`src/rtl/cfl_pkg.sv`:
```
`timescale 1ns/1ps
package cfl_pkg;
    typedef enum logic [3:0] {
        S_IDLE, S_PROG, S_WAIT, S_WR, S_CS, S_CK, S_FETCH, S_FALL,
        S_LOW, S_HIGH, S_RCS, S_RWR, S_DCHK, S_DLOW, S_DHIGH
    } state_e;

    typedef enum logic [1:0] {
        ST_OK      = 2'd0,
        ST_INIT_TO = 2'd1,
        ST_BUSY_TO = 2'd2,
        ST_DONE_TO = 2'd3
    } status_e;
endpackage

```
`src/rtl/cfl_phase.sv`:
```
`timescale 1ns/1ps
// Counts cycles inside one timed state; last_o marks its final cycle.
module cfl_phase #(
    parameter int HALF_CYC = 4
) (
    input  logic clk,
    input  logic rst_n,
    input  logic restart_i,
    output logic last_o
);
    localparam int CW = $clog2(HALF_CYC + 1);

    logic [CW-1:0] cnt_d, cnt_q;

    assign last_o = (cnt_q == CW'(HALF_CYC - 1));

    always_comb begin
        if (restart_i)   cnt_d = '0;
        else if (last_o) cnt_d = cnt_q;
        else             cnt_d = cnt_q + 1'b1;
    end

    always_ff @(posedge clk or negedge rst_n) begin
        if (!rst_n) cnt_q <= '0;
        else        cnt_q <= cnt_d;
    end
endmodule

```
`src/rtl/cfl_tmo.sv`:
```
`timescale 1ns/1ps
// Wait-window counter: runs while run_i is high, flags the limit cycle.
module cfl_tmo #(
    parameter int LIMIT = 100000
) (
    input  logic clk,
    input  logic rst_n,
    input  logic run_i,
    output logic expired_o
);
    localparam int CW = $clog2(LIMIT + 1);

    logic [CW-1:0] cnt_d, cnt_q;

    assign expired_o = (cnt_q == CW'(LIMIT - 1));

    always_comb begin
        if (!run_i)         cnt_d = '0;
        else if (expired_o) cnt_d = cnt_q;
        else                cnt_d = cnt_q + 1'b1;
    end

    always_ff @(posedge clk or negedge rst_n) begin
        if (!rst_n) cnt_q <= '0;
        else        cnt_q <= cnt_d;
    end
endmodule

```
`src/rtl/cfg_par_loader.sv`:
```
`timescale 1ns/1ps
module cfg_par_loader #(
    parameter int HALF_CYC    = 4,
    parameter int TIMEOUT_CYC = 100000,
    parameter int CNT_W       = 24,
    parameter int DW          = 8,
    parameter bit BUSY_CHK    = 1'b1
) (
    input  logic             clk,
    input  logic             rst_n,
    input  logic             start_i,
    input  logic [CNT_W-1:0] len_i,
    input  logic             in_valid_i,
    input  logic [DW-1:0]    in_data_i,
    output logic             in_ready_o,
    output logic             prog_o,
    output logic             cs_o,
    output logic             wr_o,
    output logic             cclk_o,
    output logic [DW-1:0]    d_o,
    input  logic             init_i,
    input  logic             busy_i,
    input  logic             done_i,
    output logic             fin_o,
    output logic [1:0]       status_o
);
    import cfl_pkg::*;

    typedef struct packed {
        state_e           st;
        logic             prog;
        logic             cs;
        logic             wr;
        logic             cclk;
        logic [DW-1:0]    dat;
        logic [CNT_W-1:0] left;
        logic             stall;
        logic             fin;
        status_e          stat;
    } regs_t;

    localparam regs_t RST = '{
        st: S_IDLE, prog: 1'b0, cs: 1'b0, wr: 1'b0, cclk: 1'b1,
        dat: '0, left: '0, stall: 1'b0, fin: 1'b0, stat: ST_OK
    };

    regs_t r_d, r_q;
    logic  ph_last, ph_restart;
    logic  tmo_run, tmo_exp;

    // Timed phases restart whenever the state changes.
    assign ph_restart = (r_d.st != r_q.st);

    always_comb begin
        unique case (r_q.st)
            S_WAIT, S_DCHK, S_DLOW, S_DHIGH: tmo_run = 1'b1;
            S_LOW, S_HIGH:                   tmo_run = r_q.stall;
            default:                         tmo_run = 1'b0;
        endcase
    end

    cfl_phase #(.HALF_CYC(HALF_CYC)) u_phase (
        .clk       (clk),
        .rst_n     (rst_n),
        .restart_i (ph_restart),
        .last_o    (ph_last)
    );

    cfl_tmo #(.LIMIT(TIMEOUT_CYC)) u_tmo (
        .clk       (clk),
        .rst_n     (rst_n),
        .run_i     (tmo_run),
        .expired_o (tmo_exp)
    );

    function automatic regs_t finish(regs_t cur, status_e code);
        regs_t n;
        n       = cur;
        n.fin   = 1'b1;
        n.stat  = code;
        n.st    = S_IDLE;
        n.cs    = 1'b0;
        n.wr    = 1'b0;
        n.cclk  = 1'b1;
        n.stall = 1'b0;
        return n;
    endfunction

    always_comb begin
        r_d     = r_q;
        r_d.fin = 1'b0;
        unique case (r_q.st)
            S_IDLE: begin
                if (start_i) begin
                    r_d.prog = 1'b1;
                    r_d.left = len_i;
                    r_d.st   = S_PROG;
                end
            end
            S_PROG: begin
                if (ph_last) begin
                    r_d.prog = 1'b0;
                    r_d.st   = S_WAIT;
                end
            end
            S_WAIT: begin
                if (!(init_i && busy_i)) r_d.st = S_WR;
                else if (tmo_exp)        r_d = finish(r_q, ST_INIT_TO);
            end
            S_WR: begin
                r_d.wr = 1'b1;
                r_d.st = S_CS;
            end
            S_CS: begin
                r_d.cs = 1'b1;
                r_d.st = S_CK;
            end
            S_CK: begin
                r_d.cclk = 1'b1;
                r_d.st   = (r_q.left == '0) ? S_RCS : S_FETCH;
            end
            S_FETCH: begin
                if (in_valid_i) begin
                    r_d.dat  = in_data_i;
                    r_d.left = r_q.left - 1'b1;
                    r_d.st   = S_FALL;
                end
            end
            S_FALL: begin
                r_d.cclk = 1'b0;
                r_d.st   = S_LOW;
            end
            S_LOW: begin
                if (r_q.stall && tmo_exp) r_d = finish(r_q, ST_BUSY_TO);
                else if (ph_last) begin
                    r_d.cclk = 1'b1;
                    r_d.st   = S_HIGH;
                end
            end
            S_HIGH: begin
                if (r_q.stall && tmo_exp) r_d = finish(r_q, ST_BUSY_TO);
                else if (ph_last) begin
                    if (BUSY_CHK && busy_i) begin
                        r_d.stall = 1'b1;
                        r_d.cclk  = 1'b0;
                        r_d.st    = S_LOW;
                    end else begin
                        r_d.stall = 1'b0;
                        r_d.st    = (r_q.left == '0) ? S_RCS : S_FETCH;
                    end
                end
            end
            S_RCS: begin
                r_d.cs = 1'b0;
                r_d.st = S_RWR;
            end
            S_RWR: begin
                r_d.wr = 1'b0;
                r_d.st = S_DCHK;
            end
            S_DCHK: begin
                if (done_i)       r_d = finish(r_q, ST_OK);
                else if (tmo_exp) r_d = finish(r_q, ST_DONE_TO);
                else begin
                    r_d.cclk = 1'b0;
                    r_d.st   = S_DLOW;
                end
            end
            S_DLOW: begin
                if (tmo_exp) r_d = finish(r_q, ST_DONE_TO);
                else if (ph_last) begin
                    r_d.cclk = 1'b1;
                    r_d.st   = S_DHIGH;
                end
            end
            S_DHIGH: begin
                if (tmo_exp)      r_d = finish(r_q, ST_DONE_TO);
                else if (ph_last) r_d.st = S_DCHK;
            end
            default: r_d = RST;
        endcase
    end

    always_ff @(posedge clk or negedge rst_n) begin
        if (!rst_n) r_q <= RST;
        else        r_q <= r_d;
    end

    assign in_ready_o = (r_q.st == S_FETCH);
    assign prog_o     = r_q.prog;
    assign cs_o       = r_q.cs;
    assign wr_o       = r_q.wr;
    assign cclk_o     = r_q.cclk;
    assign d_o        = r_q.dat;
    assign fin_o      = r_q.fin;
    assign status_o   = r_q.stat;


    prog_quiet_chk: assert property (@(posedge clk) disable iff (!rst_n)
        prog_o |-> (!cs_o && !wr_o));

    wr_first_chk: assert property (@(posedge clk) disable iff (!rst_n)
        $rose(cs_o) |-> wr_o);

    bus_hold_chk: assert property (@(posedge clk) disable iff (!rst_n)
        (cs_o && !cclk_o) |-> $stable(d_o));

    cs_first_chk: assert property (@(posedge clk) disable iff (!rst_n)
        $fell(wr_o) |-> !cs_o);

    fin_single_chk: assert property (@(posedge clk) disable iff (!rst_n)
        fin_o |=> !fin_o);

    ready_window_chk: assert property (@(posedge clk) disable iff (!rst_n)
        in_ready_o |-> (cs_o && wr_o && cclk_o));
endmodule

```
`config.mk`:
```
export PLATFORM = sky130hd
export DESIGN_NAME = cfg_par_loader
export DESIGN_NICKNAME = d
export VERILOG_FILES = /design/src/rtl/cfl_pkg.sv /design/src/rtl/cfl_phase.sv /design/src/rtl/cfl_tmo.sv /design/src/rtl/cfg_par_loader.sv
export SDC_FILE = /design/constraint.sdc
export NUM_CORES = 1
export LEC_CHECK = 0
export BUFFER_PORTS_ARGS = -buffer_cell sky130_fd_sc_hd__buf_2
export CAP_MARGIN = 20
export CELL_PAD_IN_SITES_DETAIL_PLACEMENT = 0
export CELL_PAD_IN_SITES_GLOBAL_PLACEMENT = 1
export CORE_MARGIN = 1.5
export CORE_UTILIZATION = 40
export CTS_CLUSTER_SIZE = 14
export DETAILED_ROUTE_END_ITERATION = 12
export PLACE_DENSITY_LB_ADDON = 0.3
export SETUP_SLACK_MARGIN = 0.1
export SYNTH_ARGS = -nofsm -noshare
export SYNTH_HDL_FRONTEND = slang
export SYNTH_SLANG_ARGS = --single-unit
```
`constraint.sdc`:
```
create_clock -name clk -period 4.4 [get_ports clk]
set_input_delay 0.22 -clock clk [delete_from_list [all_inputs] [get_ports clk]]
set_output_delay 0.22 -clock clk [all_outputs]
set_load 0.01 [all_outputs]
```
======== After elaboration in Yosys (flattened, before gate mapping) ========
Index checks and enable logic that the tools add are counted.
word-level totals
  bits in registers ....................... 64
  output and inout port bits .............. 16
  memory bits (writable) .................. 0
  memories ................................ 0
  bits in latches ......................... 0
  word-level logic and storage cells ...... 127
  ROM bits ................................ 0
  input bits .............................. 39
operators by class
  mux-type cells .......................... 49
  divide/modulo/power cells ............... 0
  bitwise logic cells ..................... 11
  $lt $le $gt $ge ......................... 0
  $add $sub $neg .......................... 3
  multiply operators ...................... 0
  eq/ne operators ......................... 31
  shift-type cells ........................ 0
  reductions and logical operators ........ 21
operator list
  cell                                                                   number
  24-bit one-hot mux with 8 select lines                                 1
  44-bit two-way mux                                                     2
  4-bit two-way mux                                                      15
  4-bit one-hot mux with 15 select lines                                 1
  8-bit one-hot mux with 7 select lines                                  1
  40-bit two-way mux                                                     1
  39-bit two-way mux                                                     1
  17-bit two-way mux                                                     2
  32-bit two-way mux                                                     1
  4-bit == test (second input constant)                                  7
  4-bit one-hot mux with 7 select lines                                  1
  7-bit OR reduction                                                     4
  24-bit zero test                                                       1
  24-bit two-way mux                                                     1
  6-bit AND reduction                                                    4
  24-bit by 1-bit subtractor with 24-bit output (second input constant)  1
  2-bit != test (second input constant)                                  10
  9-bit OR reduction                                                     2
  17-bit by 1-bit adder with 17-bit output (second input constant)       1
  17-bit == test (second input constant)                                 1
  4-bit by 3-bit == test with 1-bit output (second input constant)       4
  1-bit one-hot mux with 8 select lines                                  2
  1-bit one-hot mux with 7 select lines                                  2
  7-bit AND reduction                                                    2
  other kinds (19)                                                       47

======== Longest topological paths before layout ========
  word-level depth ........................ 8
  mapped depth ............................ 10

======== Modules after synthesis ========
From an unflattened synthesis, not the netlist that was laid out.
second synthesis, totals
  cell total of the unflattened synthesis .. 499
  area, all modules ....................... 4229.1 um^2
modules (own cells, without submodules)
  module          area each (um^2)  instances  cells each
  cfg_par_loader  3140.5            1          394
  cfl_tmo         944.7             1          93
  cfl_phase       143.9             1          12

======== Least setup slack after synthesis ========
No wires, ideal clock.
  kind .................................... register to register
  start ................................... reg u_tmo.cnt_q[0]
  end ..................................... reg r_q[42] in the netlist's numbering
  path slack .............................. 2.400 ns
  data arrival time ....................... 1.862 ns
  library setup time ...................... 0.138 ns
  path buffers ............................ 3
  stages on the path, launching flop included .. 11
  cells stage by stage .................... dfrtp_1 -> ha_1 -> and4_1 -> clkbuf_1 -> nand4_2 -> buf_6 -> buf_2 -> o211ai_1 -> o21ai_1 -> o21ai_1 -> o2111ai_1
RTL lines
  what                    line                   text
  from (decl)             cfl_tmo.sv:13          logic [CW-1:0] cnt_d, cnt_q;
  from (signal assigned)  cfl_tmo.sv:25          else cnt_q <= cnt_d;
  to (signal assigned)    cfg_par_loader.sv:186  else r_q <= r_d;
  to (decl)               cfg_par_loader.sv:47   regs_t r_d, r_q;

======== Worst setup path in the final report ========
  start ................................... reg r_q[41] in the netlist's numbering
  end ..................................... reg r_q[24] in the netlist's numbering
on the way
  longest elaborated chain between the ends .. 4
ends and longest elaborated chain
  what                                         line                  text
  4-bit == test, or another cell as far along  cfg_par_loader.sv:92  unique case (r_q.st)
  8-bit OR reduction (no line)                 -
  1-bit NOT (no line)                          -
  7-bit AND reduction (no line)                -
Parallel ways exist; a longest one is shown, timed or not.
A chain may end at the register's enable or synchronous reset.

==> key figures <==
Synth
  – Avg Inst Size Synth: 8.505 sq um
  – Post-synth EDFFs: 0
  – Library cells used by synthesis: 69
  – Ys flop type: dfrtp_1
  – Mapped cell area: 0.004193 sq mm
  – Syn Inst Count: 493
  – Sequential area share after synthesis: 38.23%
  – Synthesized net count: 537
  – Ys async rst share: 100.0%
  – Ys Warns: 0
  – #FFs+latches synth: 64

Pwr
  – Logic pwr share: 45.6%
  – Internal power: 0.001527 W
  – Switch Pwr: 0.001161 W
  – Maximum vdd ir drop: 0.1850 mV
  – Register share of total power: 32.6%
  – Switch share: 43.18%
  – Pwr Density: 575.5 mW/mm^2
  – Leak: 1.979 nW
  – Clock share of power: 21.8%

Global route
  – First-pass GRT wire length: 18130 microns
  – GRT overflow: 0
  – Vias in the first global route: 3684
  – Gr usage total: 20.29%
  – Largest net degree at the start of global routing: 34
  – Initial antenna violation count: 0

Clock network
  – H-Tree Level Count: 3
  – CTS Sinks: 64
  – CTS max path bufs: 2
  – Root buf cell: clkbuf_8
  – Total setup buffers inserted after CTS: 0
  – Post_cts resized: 0
  – CTS buffer count: 9
  – Clk_lat worst skew: 0.34 ns
  – CTS tree: built
  – Clock-pin slew on the worst setup and hold paths: 0.07 ns

Outcome
  – Status: completed

Placement
  – Port bufs: 54
  – Placer Congestion: 0.9123
  – Placed Area: 0.004441 sq mm
  – Hpwl dp: 7479 microns

Layout
  – Commonest non-fill, non-tap cell in the layout: dfrtp_1
  – # diodes: 0
  – Most frequent cells in the layout: dfrtp_1, buf_2, nand2_1
  – Final Net Count: 575
  – Layout area overhead: 11.40%
  – Fin area: 0.004671 sq mm
  – Fraction of layout cells with a size suffix above 1: 18.32%

Critical path
  – CP Data Required Time: 4.66 ns
  – Crit-path cells: nor2b_1 > nand2_1 > buf_4 > inv_1 > buf_4 > and2_1 > a22o_1 > a21oi_1 > a31oi_1
  – Setup crit end kind: register
  – Crit start category: register
  – Max FO, Critical Path: 24
  – Most used cell, CP: buf_4
  – Critical path's largest stage delay: 0.81 ns
  – R2r setup slk: 1.55 ns
  – Reg2reg path depth: 9
  – Crit path max-delay cell type: dfrtp_1
  – Crit path kind: reg -> reg
  – Arrival @ worst endpoint: 3.12 ns

Floorplan
  – Die height: 105.4 microns
  – Full die area: 0.01110 sq mm
  – Core area: 0.01023 sq mm
  – Std-Cell Rows: 37
  – Num ports: 55
  – Starting Density: 40.98%
  – Die W: 105.4 microns

Hold path
  – Hold Path Depth: 3
  – HP Class: in -> reg

Route
  – WL met1: 5072 microns
  – DR iter-0 viols: 248
  – Vias per std cell: 5.744
  – DR vias: 3854
  – WL final: 10780 microns
  – Post-route ant nets: 0
  – Met3 routed WL: 684 microns
  – WL met2: 4865 microns
  – Drt wl/cell: 16.06 microns
  – Pre-antenna DRT Iters: 5
  – Drt drc: 0
  – Max Used Layer: met4

Timing
  – Share of the cycle needed by the critical path after routing: 64.87%
  – Worst Clk Skew: 0.008812 ns
  – Worst slew pin tran: 0.8157 ns
  – TNS Setup: 0 ns
  – RSZ-0062 raised after global routing: no
  – Max_slew headroom: 45.50%
  – Final critical-path required period: 2.854 ns
  – Setup-failing EPs final: 0
  – Final hold vios: 0
  – Slew Limit Fails: 0
  – Max frequency: 350.4 MHz

Job
  – Max-cap viol count: 0
## per-stage QoR
| step | setup slack (ns) | util [%] | instances | total power [W] | hold slack [ns] |
|---|---|---|---|---|---|
| after floorplan | 2.400 | - | 493 | 0.001822 | -0.07559 |
| after global placement | 1.557 | 43.40 | 655 | 0.002087 | 0.3364 |
| after detailed placement | 1.581 | 43.40 | 655 | 0.002100 | 0.3507 |
| after CTS | 1.556 | 45.65 | 671 | 0.002691 | 0.1047 |
| after global routing | 1.304 | 45.65 | 671 | 0.002900 | 0.1075 |
| final | 1.546 | 45.65 | 671 | 0.002688 | 0.1170 |
## cell families (layout without fill, tap and decap cells)
group	Yosys count	in the layout	synth area share (%)
XOR/XNOR	12	12	2.507
AND/OR/NAND/NOR	182	182	24.02
multiplexers	2	2	0.5073
adder cells (fa/ha/maj)	5	5	1.492
flip-flops	64	64	38.23
buffers and inverters	54	96	7.639
AO/OA/AOI/OAI	174	174	25.60
## synth_stat cells (4+ instances only)
library cell / n / area (sq um)
ha_1: 5 / 62.56
nor4b_4: 4 / 95.09
a211oi_1: 5 / 37.54
clkbuf_1: 13 / 48.80
nor3b_1: 6 / 45.04
o21ai_1: 28 / 140.1
a21oi_1: 34 / 170.2
nor2_1: 43 / 161.4
a31oi_1: 8 / 50.05
clkbuf_8: 4 / 55.05
and3_1: 6 / 37.54
xnor2_1: 6 / 52.55
nand4_1: 7 / 43.79
buf_2: 7 / 35.03
o21ai_0: 44 / 220.2
a32oi_1: 6 / 52.55
o211ai_1: 6 / 45.04
inv_1: 18 / 67.56
a22oi_1: 10 / 75.07
nor4_1: 8 / 50.05
and2_1: 6 / 37.54
o22ai_1: 6 / 37.54
xor2_1: 6 / 52.55
dfrtp_1: 63 / 1577
nor3_1: 13 / 65.06
nand3_1: 15 / 75.07
buf_4: 10 / 75.07
nand2_1: 49 / 183.9
## critical path, delay by kind of cell, from the launching register on
| family | cells | cell delay [ns] |
|---|---|---|
| AOI/OAI and AO/OA | 3 | 0.38 |
| buffers and inverters | 3 | 0.66 |
| DFF | 1 | 0.81 |
| and+or+nand+nor | 3 | 0.90 |
## sequential cells by signal, indices dropped and copies added (netlist names)
register	count
fin_o	1
u_tmo.cnt_q	17
wr_o	1
status_o	2
cs_o	1
cclk_o	1
u_phase.cnt_q	3
prog_o	1
d_o	8
r_q	29
## area by class of cell
cell class / instances / area [sq um]
clock inverters: 3 / 65.06
fillers: 1048 / 5560
well taps: 136 / 170.2
repair buffers: 63 / 340.3
inverters: 18 / 67.56
multi-input cells: 375 / 2270
flip-flops and latches: 64 / 1603
clock buffers: 12 / 155.1
## worst paths after layout
| kind | endpoint | from |
|---|---|---|
| max in group asynchronous | cclk_o | rst_n |
| hold reg to reg | status_o[1] | status_o[1] |
| setup reg to reg | r_q[24] | r_q[41] |
| hold / removal | d_o[7] | in_data_i[7] |
| setup / recovery | r_q[24] | r_q[41] |
| min in group asynchronous | r_q[14] | rst_n |
## timing repair
action                                 in CTS  in global routing
setup endpoints to repair                   0                  0
endpoints found under the hold margin      31                  0
hold buffers                                1                  0
## power by group through the flow
stage	registers, W	clock network, W	logic (W)
after CTS	0.000874	0.000594	0.00122
after floorplan	0.000836	0	0.000986
final	0.000876	0.000586	0.00123
after global routing	0.000898	0.000627	0.00137
after global placement	0.000883	0	0.00120
after detailed placement	0.000884	0	0.00122
## routing by layer
metal	vias to the layer above	GRT usage [%]
met5	-	0
met4	0	7.534
met3	16	4.020
met2	119	30.77
met1	1831	28.58
li1	1888	-
Note: power is estimated with default switching activity, not from simulation.
